==> config.mk <==
export PLATFORM = sky130hd
export DESIGN_NAME = simsamp_rdseq
export DESIGN_NICKNAME = d
export VERILOG_FILES = /design/src/rtl/simsamp_pkg.sv /design/src/rtl/simsamp_tick.sv /design/src/rtl/simsamp_ctrl.sv /design/src/rtl/simsamp_capture.sv /design/src/rtl/simsamp_rdseq.sv
export SDC_FILE = /design/constraint.sdc
export NUM_CORES = 1
export LEC_CHECK = 0
export CORE_UTILIZATION = 35
export DETAILED_ROUTE_END_ITERATION = 7
export GPL_ROUTABILITY_DRIVEN = 0
export SLEW_MARGIN = 10
export SYNTH_ARGS = -nofsm -noshare
export SYNTH_HDL_FRONTEND = slang
export SYNTH_SLANG_ARGS = --single-unit
==> constraint.sdc <==
create_clock -name clk -period 1.8 [get_ports clk]
set_input_delay 0.36 -clock clk [delete_from_list [all_inputs] [get_ports clk]]
set_output_delay 0.36 -clock clk [all_outputs]
set_load 0.02 [all_outputs]
==> src/rtl/simsamp_pkg.sv <==
package simsamp_pkg;
  localparam int CHAN_W = 3;
  localparam logic [2:0] OS_NONE = 3'b000;

  typedef enum logic [2:0] {
    S_IDLE,
    S_START,
    S_WRISE,
    S_WFALL,
    S_WMAX,
    S_RLO,
    S_RHI
  } seq_st_t;
endpackage

==> src/rtl/simsamp_tick.sv <==
module simsamp_tick #(
  parameter int PERIOD_CYC = 625
) (
  input  logic clk,
  input  logic rst,
  output logic tick
);
  localparam int PW = $clog2(PERIOD_CYC);
  logic [PW-1:0] cnt;

  always_ff @(posedge clk) begin
    if (rst) begin
      cnt  <= '0;
      tick <= 1'b0;
    end else begin
      tick <= 1'b0;
      if (cnt == PW'(PERIOD_CYC - 1)) begin
        cnt  <= '0;
        tick <= 1'b1;
      end else begin
        cnt <= cnt + 1'b1;
      end
    end
  end

  assert_tick_single_R1: assert property (@(posedge clk) disable iff (rst)
    tick |=> !tick);
endmodule

==> src/rtl/simsamp_ctrl.sv <==
module simsamp_ctrl
  import simsamp_pkg::*;
#(
  parameter int START_CYC   = 4,
  parameter int RD_LO_CYC   = 4,
  parameter int RD_HI_CYC   = 3,
  parameter int MAXCONV_CYC = 500,
  parameter int BUSY_TO_CYC = 600,
  parameter int CNT_W       = 10
) (
  input  logic              clk,
  input  logic              rst,
  input  logic              tick,
  input  logic              mode_four,
  input  logic              mode_fallback,
  input  logic              busy,
  output logic              conv_a,
  output logic              conv_b,
  output logic              cs_n,
  output logic              rd_n,
  output logic              cap_en,
  output logic [CHAN_W-1:0] cap_chan,
  output logic              frame_done,
  output logic              overrun,
  output logic              busy_timeout
);
  seq_st_t           st;
  logic [CNT_W-1:0]  cnt;
  logic [1:0]        bsync;
  logic              busy_s;
  logic              four_q, fb_q;
  logic [CHAN_W-1:0] ch;
  logic [CHAN_W-1:0] last_ch;

  assign busy_s   = bsync[1];
  assign last_ch  = four_q ? CHAN_W'(3) : CHAN_W'(7);
  assign cap_en   = (st == S_RLO) && (cnt == CNT_W'(RD_LO_CYC - 1));
  assign cap_chan = ch;

  always_ff @(posedge clk) begin
    if (rst) bsync <= 2'b00;
    else     bsync <= {bsync[0], busy};
  end

  always_ff @(posedge clk) begin
    if (rst) begin
      st           <= S_IDLE;
      cnt          <= '0;
      conv_a       <= 1'b0;
      conv_b       <= 1'b0;
      cs_n         <= 1'b1;
      rd_n         <= 1'b1;
      frame_done   <= 1'b0;
      overrun      <= 1'b0;
      busy_timeout <= 1'b0;
      four_q       <= 1'b0;
      fb_q         <= 1'b0;
      ch           <= '0;
    end else begin
      frame_done   <= 1'b0;
      overrun      <= 1'b0;
      busy_timeout <= 1'b0;
      if (tick && st != S_IDLE) overrun <= 1'b1;
      case (st)
        S_IDLE: if (tick) begin
          st     <= S_START;
          cnt    <= '0;
          conv_a <= 1'b1;
          conv_b <= !mode_fallback;
          fb_q   <= mode_fallback;
          four_q <= mode_four | mode_fallback;
          ch     <= '0;
        end
        S_START: if (cnt == CNT_W'(START_CYC - 1)) begin
          conv_a <= 1'b0;
          conv_b <= 1'b0;
          cnt    <= '0;
          st     <= fb_q ? S_WMAX : S_WRISE;
        end else cnt <= cnt + 1'b1;
        S_WRISE: if (busy_s) begin
          st  <= S_WFALL;
          cnt <= '0;
        end else if (cnt == CNT_W'(BUSY_TO_CYC - 1)) begin
          busy_timeout <= 1'b1;
          cnt          <= '0;
          st           <= S_IDLE;
        end else cnt <= cnt + 1'b1;
        S_WFALL: if (!busy_s) begin
          st   <= S_RLO;
          cs_n <= 1'b0;
          rd_n <= 1'b0;
          cnt  <= '0;
        end
        S_WMAX: if (cnt == CNT_W'(MAXCONV_CYC - 1)) begin
          st   <= S_RLO;
          cs_n <= 1'b0;
          rd_n <= 1'b0;
          cnt  <= '0;
        end else cnt <= cnt + 1'b1;
        S_RLO: if (cnt == CNT_W'(RD_LO_CYC - 1)) begin
          rd_n <= 1'b1;
          cnt  <= '0;
          st   <= S_RHI;
        end else cnt <= cnt + 1'b1;
        S_RHI: if (cnt == CNT_W'(RD_HI_CYC - 1)) begin
          cnt <= '0;
          if (ch == last_ch) begin
            cs_n       <= 1'b1;
            frame_done <= 1'b1;
            st         <= S_IDLE;
          end else begin
            ch   <= ch + 1'b1;
            rd_n <= 1'b0;
            st   <= S_RLO;
          end
        end else cnt <= cnt + 1'b1;
        default: st <= S_IDLE;
      endcase
    end
  end

  assert_no_read_in_busy_R4: assert property (@(posedge clk) disable iff (rst)
    (!rd_n && !fb_q) |-> !busy_s);
  assert_rd_inside_cs_R5: assert property (@(posedge clk) disable iff (rst)
    !rd_n |-> !cs_n);
  assert_short_frame_chan_R7: assert property (@(posedge clk) disable iff (rst)
    (cap_en && four_q) |-> (cap_chan < CHAN_W'(4)));
  assert_fallback_no_b_R8: assert property (@(posedge clk) disable iff (rst)
    (fb_q && st != S_IDLE) |-> !conv_b);
  assert_ab_together_R2: assert property (@(posedge clk) disable iff (rst)
    ($rose(conv_a) && !mode_fallback) |=> conv_b);
  assert_overrun_busy_R10: assert property (@(posedge clk) disable iff (rst)
    overrun |-> $past(st) != S_IDLE);
  assert_pulses_apart_R9: assert property (@(posedge clk) disable iff (rst)
    $onehot0({frame_done, busy_timeout, cap_en}));
endmodule

==> src/rtl/simsamp_capture.sv <==
module simsamp_capture
  import simsamp_pkg::*;
#(
  parameter int DATA_W = 16
) (
  input  logic              clk,
  input  logic              rst,
  input  logic              cap_en,
  input  logic [CHAN_W-1:0] cap_chan,
  input  logic [DATA_W-1:0] db,
  output logic [DATA_W-1:0] smp_data,
  output logic [CHAN_W-1:0] smp_chan,
  output logic              smp_valid
);
  always_ff @(posedge clk) begin
    if (rst) begin
      smp_data  <= '0;
      smp_chan  <= '0;
      smp_valid <= 1'b0;
    end else begin
      smp_valid <= cap_en;
      if (cap_en) begin
        smp_data <= db;
        smp_chan <= cap_chan;
      end
    end
  end

  assert_valid_single_R6: assert property (@(posedge clk) disable iff (rst)
    smp_valid |=> !smp_valid);
endmodule

==> src/rtl/simsamp_rdseq.sv <==
module simsamp_rdseq
  import simsamp_pkg::*;
#(
  parameter int DATA_W      = 16,
  parameter int PERIOD_CYC  = 625,
  parameter int START_CYC   = 4,
  parameter int RD_LO_CYC   = 4,
  parameter int RD_HI_CYC   = 3,
  parameter int MAXCONV_CYC = 500,
  parameter int BUSY_TO_CYC = 600
) (
  input  logic              clk,
  input  logic              rst,
  input  logic              mode_four,
  input  logic              mode_fallback,
  input  logic              busy,
  input  logic [DATA_W-1:0] db,
  output logic              conv_a,
  output logic              conv_b,
  output logic [2:0]        os_sel,
  output logic              cs_n,
  output logic              rd_n,
  output logic [DATA_W-1:0] smp_data,
  output logic [2:0]        smp_chan,
  output logic              smp_valid,
  output logic              frame_done,
  output logic              overrun,
  output logic              busy_timeout
);
  function automatic int max2(input int a, input int b);
    return (a > b) ? a : b;
  endfunction

  localparam int MAXP  = max2(max2(max2(START_CYC, RD_LO_CYC), RD_HI_CYC),
                              max2(MAXCONV_CYC, BUSY_TO_CYC));
  localparam int CNT_W = $clog2(MAXP + 1);

  logic              tick;
  logic              cap_en;
  logic [CHAN_W-1:0] cap_chan;

  assign os_sel = OS_NONE;

  simsamp_tick #(.PERIOD_CYC(PERIOD_CYC)) i_tick (
    .clk (clk),
    .rst (rst),
    .tick(tick)
  );

  simsamp_ctrl #(
    .START_CYC  (START_CYC),
    .RD_LO_CYC  (RD_LO_CYC),
    .RD_HI_CYC  (RD_HI_CYC),
    .MAXCONV_CYC(MAXCONV_CYC),
    .BUSY_TO_CYC(BUSY_TO_CYC),
    .CNT_W      (CNT_W)
  ) i_ctrl (
    .clk          (clk),
    .rst          (rst),
    .tick         (tick),
    .mode_four    (mode_four),
    .mode_fallback(mode_fallback),
    .busy         (busy),
    .conv_a       (conv_a),
    .conv_b       (conv_b),
    .cs_n         (cs_n),
    .rd_n         (rd_n),
    .cap_en       (cap_en),
    .cap_chan     (cap_chan),
    .frame_done   (frame_done),
    .overrun      (overrun),
    .busy_timeout (busy_timeout)
  );

  simsamp_capture #(.DATA_W(DATA_W)) i_cap (
    .clk      (clk),
    .rst      (rst),
    .cap_en   (cap_en),
    .cap_chan (cap_chan),
    .db       (db),
    .smp_data (smp_data),
    .smp_chan (smp_chan),
    .smp_valid(smp_valid)
  );

  assert_os_fixed_R3: assert property (@(posedge clk) os_sel == 3'b000);
endmodule

=== Yosys cells after proc, flatten, opt, wreduce, memory -nomap -nowiden ===
Index checks and enable logic that the tools add are counted.

* Add/subtract/negate cells: 3
* Equal/unequal tests: 21
* Muxes and demuxes: 42
* Bitwise operators: 4
* Reductions and logical operators: 21

{| class="wikitable"
|+ Operators by type and width
! kind !! count
|-
| $mux 10 || 7
|-
| $pmux 10 s6 || 1
|-
| $mux 3 || 14
|-
| $pmux 3 s7 || 1
|-
| $add 10x1->10 const B || 2
|-
| $eq 10x10->1 const B || 2
|-
| $eq 10x2->1 const B || 2
|-
| $mux 1 || 14
|-
| $eq 10x9->1 const B || 1
|-
| $eq 3x3->1 const B || 3
|-
| $ne 2x1->1 const B || 4
|-
| $ne 2x2->1 const B || 4
|-
| $reduce_and 7->1 || 1
|-
| $eq 3x2->1 const B || 2
|-
| $pmux 3 s2 || 1
|-
| $reduce_and 3->1 || 2
|-
| $reduce_and 6->1 || 1
|-
| $reduce_bool 3->1 || 2
|-
| $reduce_bool 6->1 || 1
|-
| $reduce_or 3->1 || 2
|-
| $reduce_and 5->1 || 1
|-
| $pmux 1 s2 || 2
|-
| $pmux 1 s4 || 1
|-
| $reduce_and 4->1 || 1
|-
| 14 further kinds || 19
|}

* Flip-flop bits (word level): 58
* Bits of input ports: 21
* Logic and storage cells: 109

=== Depth between registers and ports, before layout ===
* Depth in word-level cells: 5
* Mapped depth: 8
* Gate-level depth less buffers: 7

=== Hierarchy ===
From an unflattened synthesis, not the netlist that was laid out.

* Cells, all modules: 288
* Area total of the unflattened synthesis: 2661.3 sq um

{| class="wikitable"
|+ Modules (own cells, without submodules)
! module !! instances !! cells each !! area an instance (sq um)
|-
| simsamp_ctrl || 1 || 168 || 1441.4
|-
| simsamp_capture || 1 || 63 || 698.2
|-
| simsamp_tick || 1 || 53 || 495.5
|-
| simsamp_rdseq || 1 || 4 || 26.3
|}

=== Worst setup path after synthesis ===
OpenSTA, ideal clock, no wires.

* Kind: reg2reg
* Start: register i_ctrl.cnt[2]
* End: register i_ctrl.cnt[1]
* Library setup time: 133 ps
* Arrival: 1810 ps
* Path slack: -143 ps
* Stages on the path, launching flop included: 7
* Buffers on the path: 1
* Period minus slack after synthesis: 1943 ps
* Cell sequence: dfxtp_1 buf_6 or4_4 o31ai_2 o211ai_2 o221ai_4 a211oi_1

* Word-level cells in the longest chain between the ends: 4

{| class="wikitable"
|+ Ends and longest elaborated chain
! element !! line !! source
|-
| start, declared || simsamp_ctrl.sv:28 || <nowiki>logic [CNT_W-1:0] cnt;</nowiki>
|-
| start signal, assigned || simsamp_ctrl.sv:79 || <nowiki>end else cnt <= cnt + 1'b1;</nowiki>
|-
| start signal, assigned || simsamp_ctrl.sv:87 || <nowiki>end else cnt <= cnt + 1'b1;</nowiki>
|-
| start signal, assigned || simsamp_ctrl.sv:99 || <nowiki>end else cnt <= cnt + 1'b1;</nowiki>
|-
| $eq 10x10->1 || simsamp_ctrl.sv:83 || <nowiki>end else if (cnt == CNT_W'(BUSY_TO_CYC - 1)) begin</nowiki>
|-
| $mux 10 || simsamp_ctrl.sv:83 ||
|-
| $mux 10 || simsamp_ctrl.sv:80 || <nowiki>S_WRISE: if (busy_s) begin</nowiki>
|-
| $pmux 10 s6 * || simsamp_ctrl.sv:64 || <nowiki>case (st)</nowiki>
|}

Mark *: on every way between the ends. The rest lies on a longest branch, timed or not.
A chain may end at the register's enable or synchronous reset.

=== Worst setup path in the final report ===
* Start: register i_ctrl.cnt[9]
* End: register i_ctrl.cs_n

* Word-level cells in the longest chain between the ends: 3

{| class="wikitable"
|+ Ends and longest elaborated chain
! element !! line !! source
|-
| $eq 10x9->1 / $eq 10x2->1 (equally long branches) || simsamp_ctrl.sv:94, simsamp_ctrl.sv:105 ||
|-
| $ne 2x1->1 (no source line) || n/a ||
|-
| $reduce_and 5->1 (no source line) * || n/a ||
|-
| end signal, assigned || simsamp_ctrl.sv:90 || <nowiki>cs_n <= 1'b0;</nowiki>
|-
| end signal, assigned || simsamp_ctrl.sv:96 || <nowiki>cs_n <= 1'b0;</nowiki>
|-
| end signal, assigned || simsamp_ctrl.sv:108 || <nowiki>cs_n <= 1'b1;</nowiki>
|-
| end, declared || simsamp_ctrl.sv:19 || <nowiki>output logic cs_n,</nowiki>
|}

Marked as above.

==> flow_summary.toml <==
[run_status]
status = "complete, but fails checks"
violations = "setup timing"

[worst_setup_path]
crit_arrival_ns = 2.12
r2r_start = "i_ctrl.cnt[9]"
rrSetupSlack_ns = -0.10
critPathLaunchType = "register"
path_class = "reg -> reg"
critPathMaxFanout = 4
crit_start = "i_ctrl.cnt[9]"
worst-r2r-cell-count = 6
worst_setup_path_end_kind = "register"
reg2reg_to = "i_ctrl.cs_n"
cp.required_ns = 2.02

[floorplanning]
design.die.area_um2 = 7829
fp.dieH_um = 88.48
core_area_um2 = 7253
num_rows = 31
initial_utilization_pct = 36.09
die_w_um = 88.48
io_pins = 51

[power_and_ir_drop]
max-vdd-ir-drop_mv = 0.4990
p_leak_nw = 1.371
powerDensity_nw_per_um2 = 1090

[global_route]
overflow = 0
antenna_found_initial = 0
first_global_vias = 2043
busiest_layer = "met2"
grt_usage_pct = 15.99
met2_usage_pct = 24.48
use_met3_pct = 6.437
grt_max_degree = 22
grt_first_pass_wirelength_um = 9342
met1_usage_pct = 20.33

[synth]
yosys_most_used_dff = "dfxtp_1"
ys_seq_elements = 58
yosysSeqAreaShare_pct = 44.36
yosysWarningCount = 0
synthArstFlopShare_pct = 0
synthesis.instances = 279
synth_area_um2 = 2618
synth-edff-count = 0
ys_types = 54
syn-mean-instance-area_um2 = 9.382

[clocking]
clk_pin_slew_worst_paths_ns = 0.07
clk_path_buf_depth = 2
cts_sinks = 58
numCtsBuffers = 9
clock-root-buffer = "clkbuf_8"
clk_latency_ns = 0.33
cts_max_level = 3
hold_buffers = 0
cts_tree = "yes"

[sta]
hold_viol = 0
period_share_pct = 105.7
setup_slack_ns = -0.1021
fin_crit_ns = 1.902
grt_setup_unrepaired = "yes"
clock_skew_ns = 0.005928
holdWs_ns = 0.4377
setup_viol = 34
max_freq_mhz = 525.7
fin_setup_tns_ns = -1.124
slew_violations = 0

[place]
dp_slack_ns = -0.1434
portBuffers = 47
dp_hpwl_um = 3996
place_inst = 444

[detailed_routing]
wl_um = 5768
drt-pass1-iter-count = 4
route.detailed.wl_per_inst_um = 12.46
drc_errors = 0
first_iter_violations = 86
num_vias = 2190
viasPerCell = 4.730
drtAntennaViolNets = 0

[layout]
stdcell_count = 463
drive_above_1_share_pct = 22.53
final_core_util_pct = 51.63
antenna_cells = 0
fillers = 693
fin_nets = 385
syn_to_final_growth_pct = 43.07

[hold_path]
hold_path.startpoint = "i_ctrl.bsync[0]"
hold_path.class = "reg -> reg"
whs_path_depth = 1
holdPathEnd = "i_ctrl.bsync[1]"

[job]
max_cap_viol_count = 0
worst max-delay path by stage:
stage	to
6_report	i_ctrl.cs_n
5_1_grt	i_ctrl.cs_n
4_1_cts	i_ctrl.cnt[5]
3_5_place_dp	i_ctrl.cnt[5]
3_3_place_gp	i_ctrl.cnt[7]
2_1_floorplan	i_cap.smp_data[10]
synthesized netlist by cell type (2+ instances only):
master / n / area, µm²
or3_1: 2 / 12.51
or4_1: 2 / 15.01
a211oi_1: 3 / 22.52
buf_4: 4 / 30.03
nand2b_1: 4 / 25.02
nand4_1: 8 / 50.05
o21ai_0: 4 / 20.02
nand2_1: 13 / 48.80
nor4_1: 2 / 12.51
xor2_1: 11 / 96.34
mux2i_1: 23 / 230.2
nand3_1: 6 / 30.03
buf_6: 2 / 22.52
clkbuf_1: 7 / 26.28
buf_2: 2 / 10.01
xnor2_1: 9 / 78.83
o32ai_1: 2 / 17.52
ha_1: 5 / 62.56
and2_1: 4 / 25.02
inv_1: 10 / 37.54
and3_1: 5 / 31.28
nor2b_1: 3 / 18.77
nor2_1: 53 / 198.9
nor3_1: 3 / 15.01
nor3_2: 2 / 20.02
nor3b_1: 2 / 15.01
nor4b_1: 2 / 17.52
o211ai_1: 2 / 15.01
dfxtp_1: 58 / 1161
a21oi_1: 2 / 10.01
power breakdown:
| part | total (mW) | internal, mW | leakage (nW) | switching (mW) |
|---|---|---|---|---|
| Combinational | 1.25 | 0.617 | 0.790 | 0.630 |
| Sequential | 1.39 | 1.34 | 0.470 | 0.0522 |
| Clock | 1.44 | 0.916 | 0.111 | 0.528 |
| Total | 4.08 | 2.87 | 1.37 | 1.21 |
per-layer routing:
layer	up-vias	share of wire (%)
li1	1115	-
met1	1024	47
met2	45	47
met3	6	5.0
met4	0	1.3
met5	-	0
stage by stage:
step | area (µm²) | power [mW]
2_1_floorplan | 2658 | 2.044
3_3_place_gp | 3395 | 2.417
3_5_place_dp | 3395 | 2.425
4_1_cts | 3685 | 4.016
5_1_grt | 3745 | 4.313
6_report | 3745 | 4.083
timing repair:
action,in CTS,in global routing
gates resized for setup,8,13
pin swaps,3,3
endpoints found under the setup margin,38,39
endpoints found under the hold margin,0,0
buffers inserted,2,1
kinds of logic after synthesis:
| group | count (synthesis) | share of synthesized area (%) |
|---|---|---|
| other | 1 | 0.1433 |
| adder cells (fa/ha/maj) | 5 | 2.390 |
| AND/OR/NAND/NOR | 116 | 22.51 |
| AO/OA/AOI/OAI | 27 | 8.844 |
| flip-flops | 58 | 44.36 |
| XOR/XNOR | 20 | 6.692 |
| buffers and inverters | 28 | 5.688 |
| multiplexers | 24 | 9.369 |
flip-flops by register name, indices dropped and copies added (netlist names), 2 cells and up:
signal / count
i_cap.smp_data: 16
i_ctrl.cnt: 10
i_tick.cnt: 10
i_cap.smp_chan: 3
i_ctrl.cap_chan: 3
i_ctrl.st: 3
i_ctrl.bsync: 2
placed cells by master (no fill, tap or decap), types with 2 or more instances in the layout:
cell / n
inv_1: 10
bufinv_16: 3
and2_1: 4
nand2b_1: 3
nor2_2: 4
buf_4: 32
o21ai_0: 4
nor2b_1: 3
nor2_4: 2
xor2_1: 11
nand2_1: 13
dfxtp_1: 55
clkinvlp_4: 3
mux2i_1: 23
conb_1: 3
a21oi_1: 2
a211oi_1: 2
and3_1: 4
nor2_1: 48
xnor2_1: 9
nand4_1: 8
clkbuf_8: 9
buf_6: 4
nand3_1: 6
or4_4: 2
o211ai_1: 2
nor4_1: 2
nor3b_1: 2
nor3_2: 2
ha_1: 4
nor3_1: 3
dfxtp_2: 3
clkdlybuf4s50_1: 47
cell type report:
cell class                      instances  area [µm²]  area share (%)
Multi-Input combinational cell        195        1398           37.32
Sequential cell                        58        1165           31.11
Timing Repair Buffer                   84       775.7           20.72
Clock buffer                            9       123.9           3.308
Tap cell                               99       123.9           3.308
Clock inverter                          7       117.6           3.141
Inverter                               11       41.29           1.103
worst max-delay path, stage by stage, from the launching register on:
cell,delay [ns]
dfxtp_2,0.32
or4_4,0.59
nor4_4,0.24
buf_4,0.16
o22a_1,0.14
nand2b_1,0.06
a221o_1,0.28
Note: power is estimated with default switching activity, not from simulation.
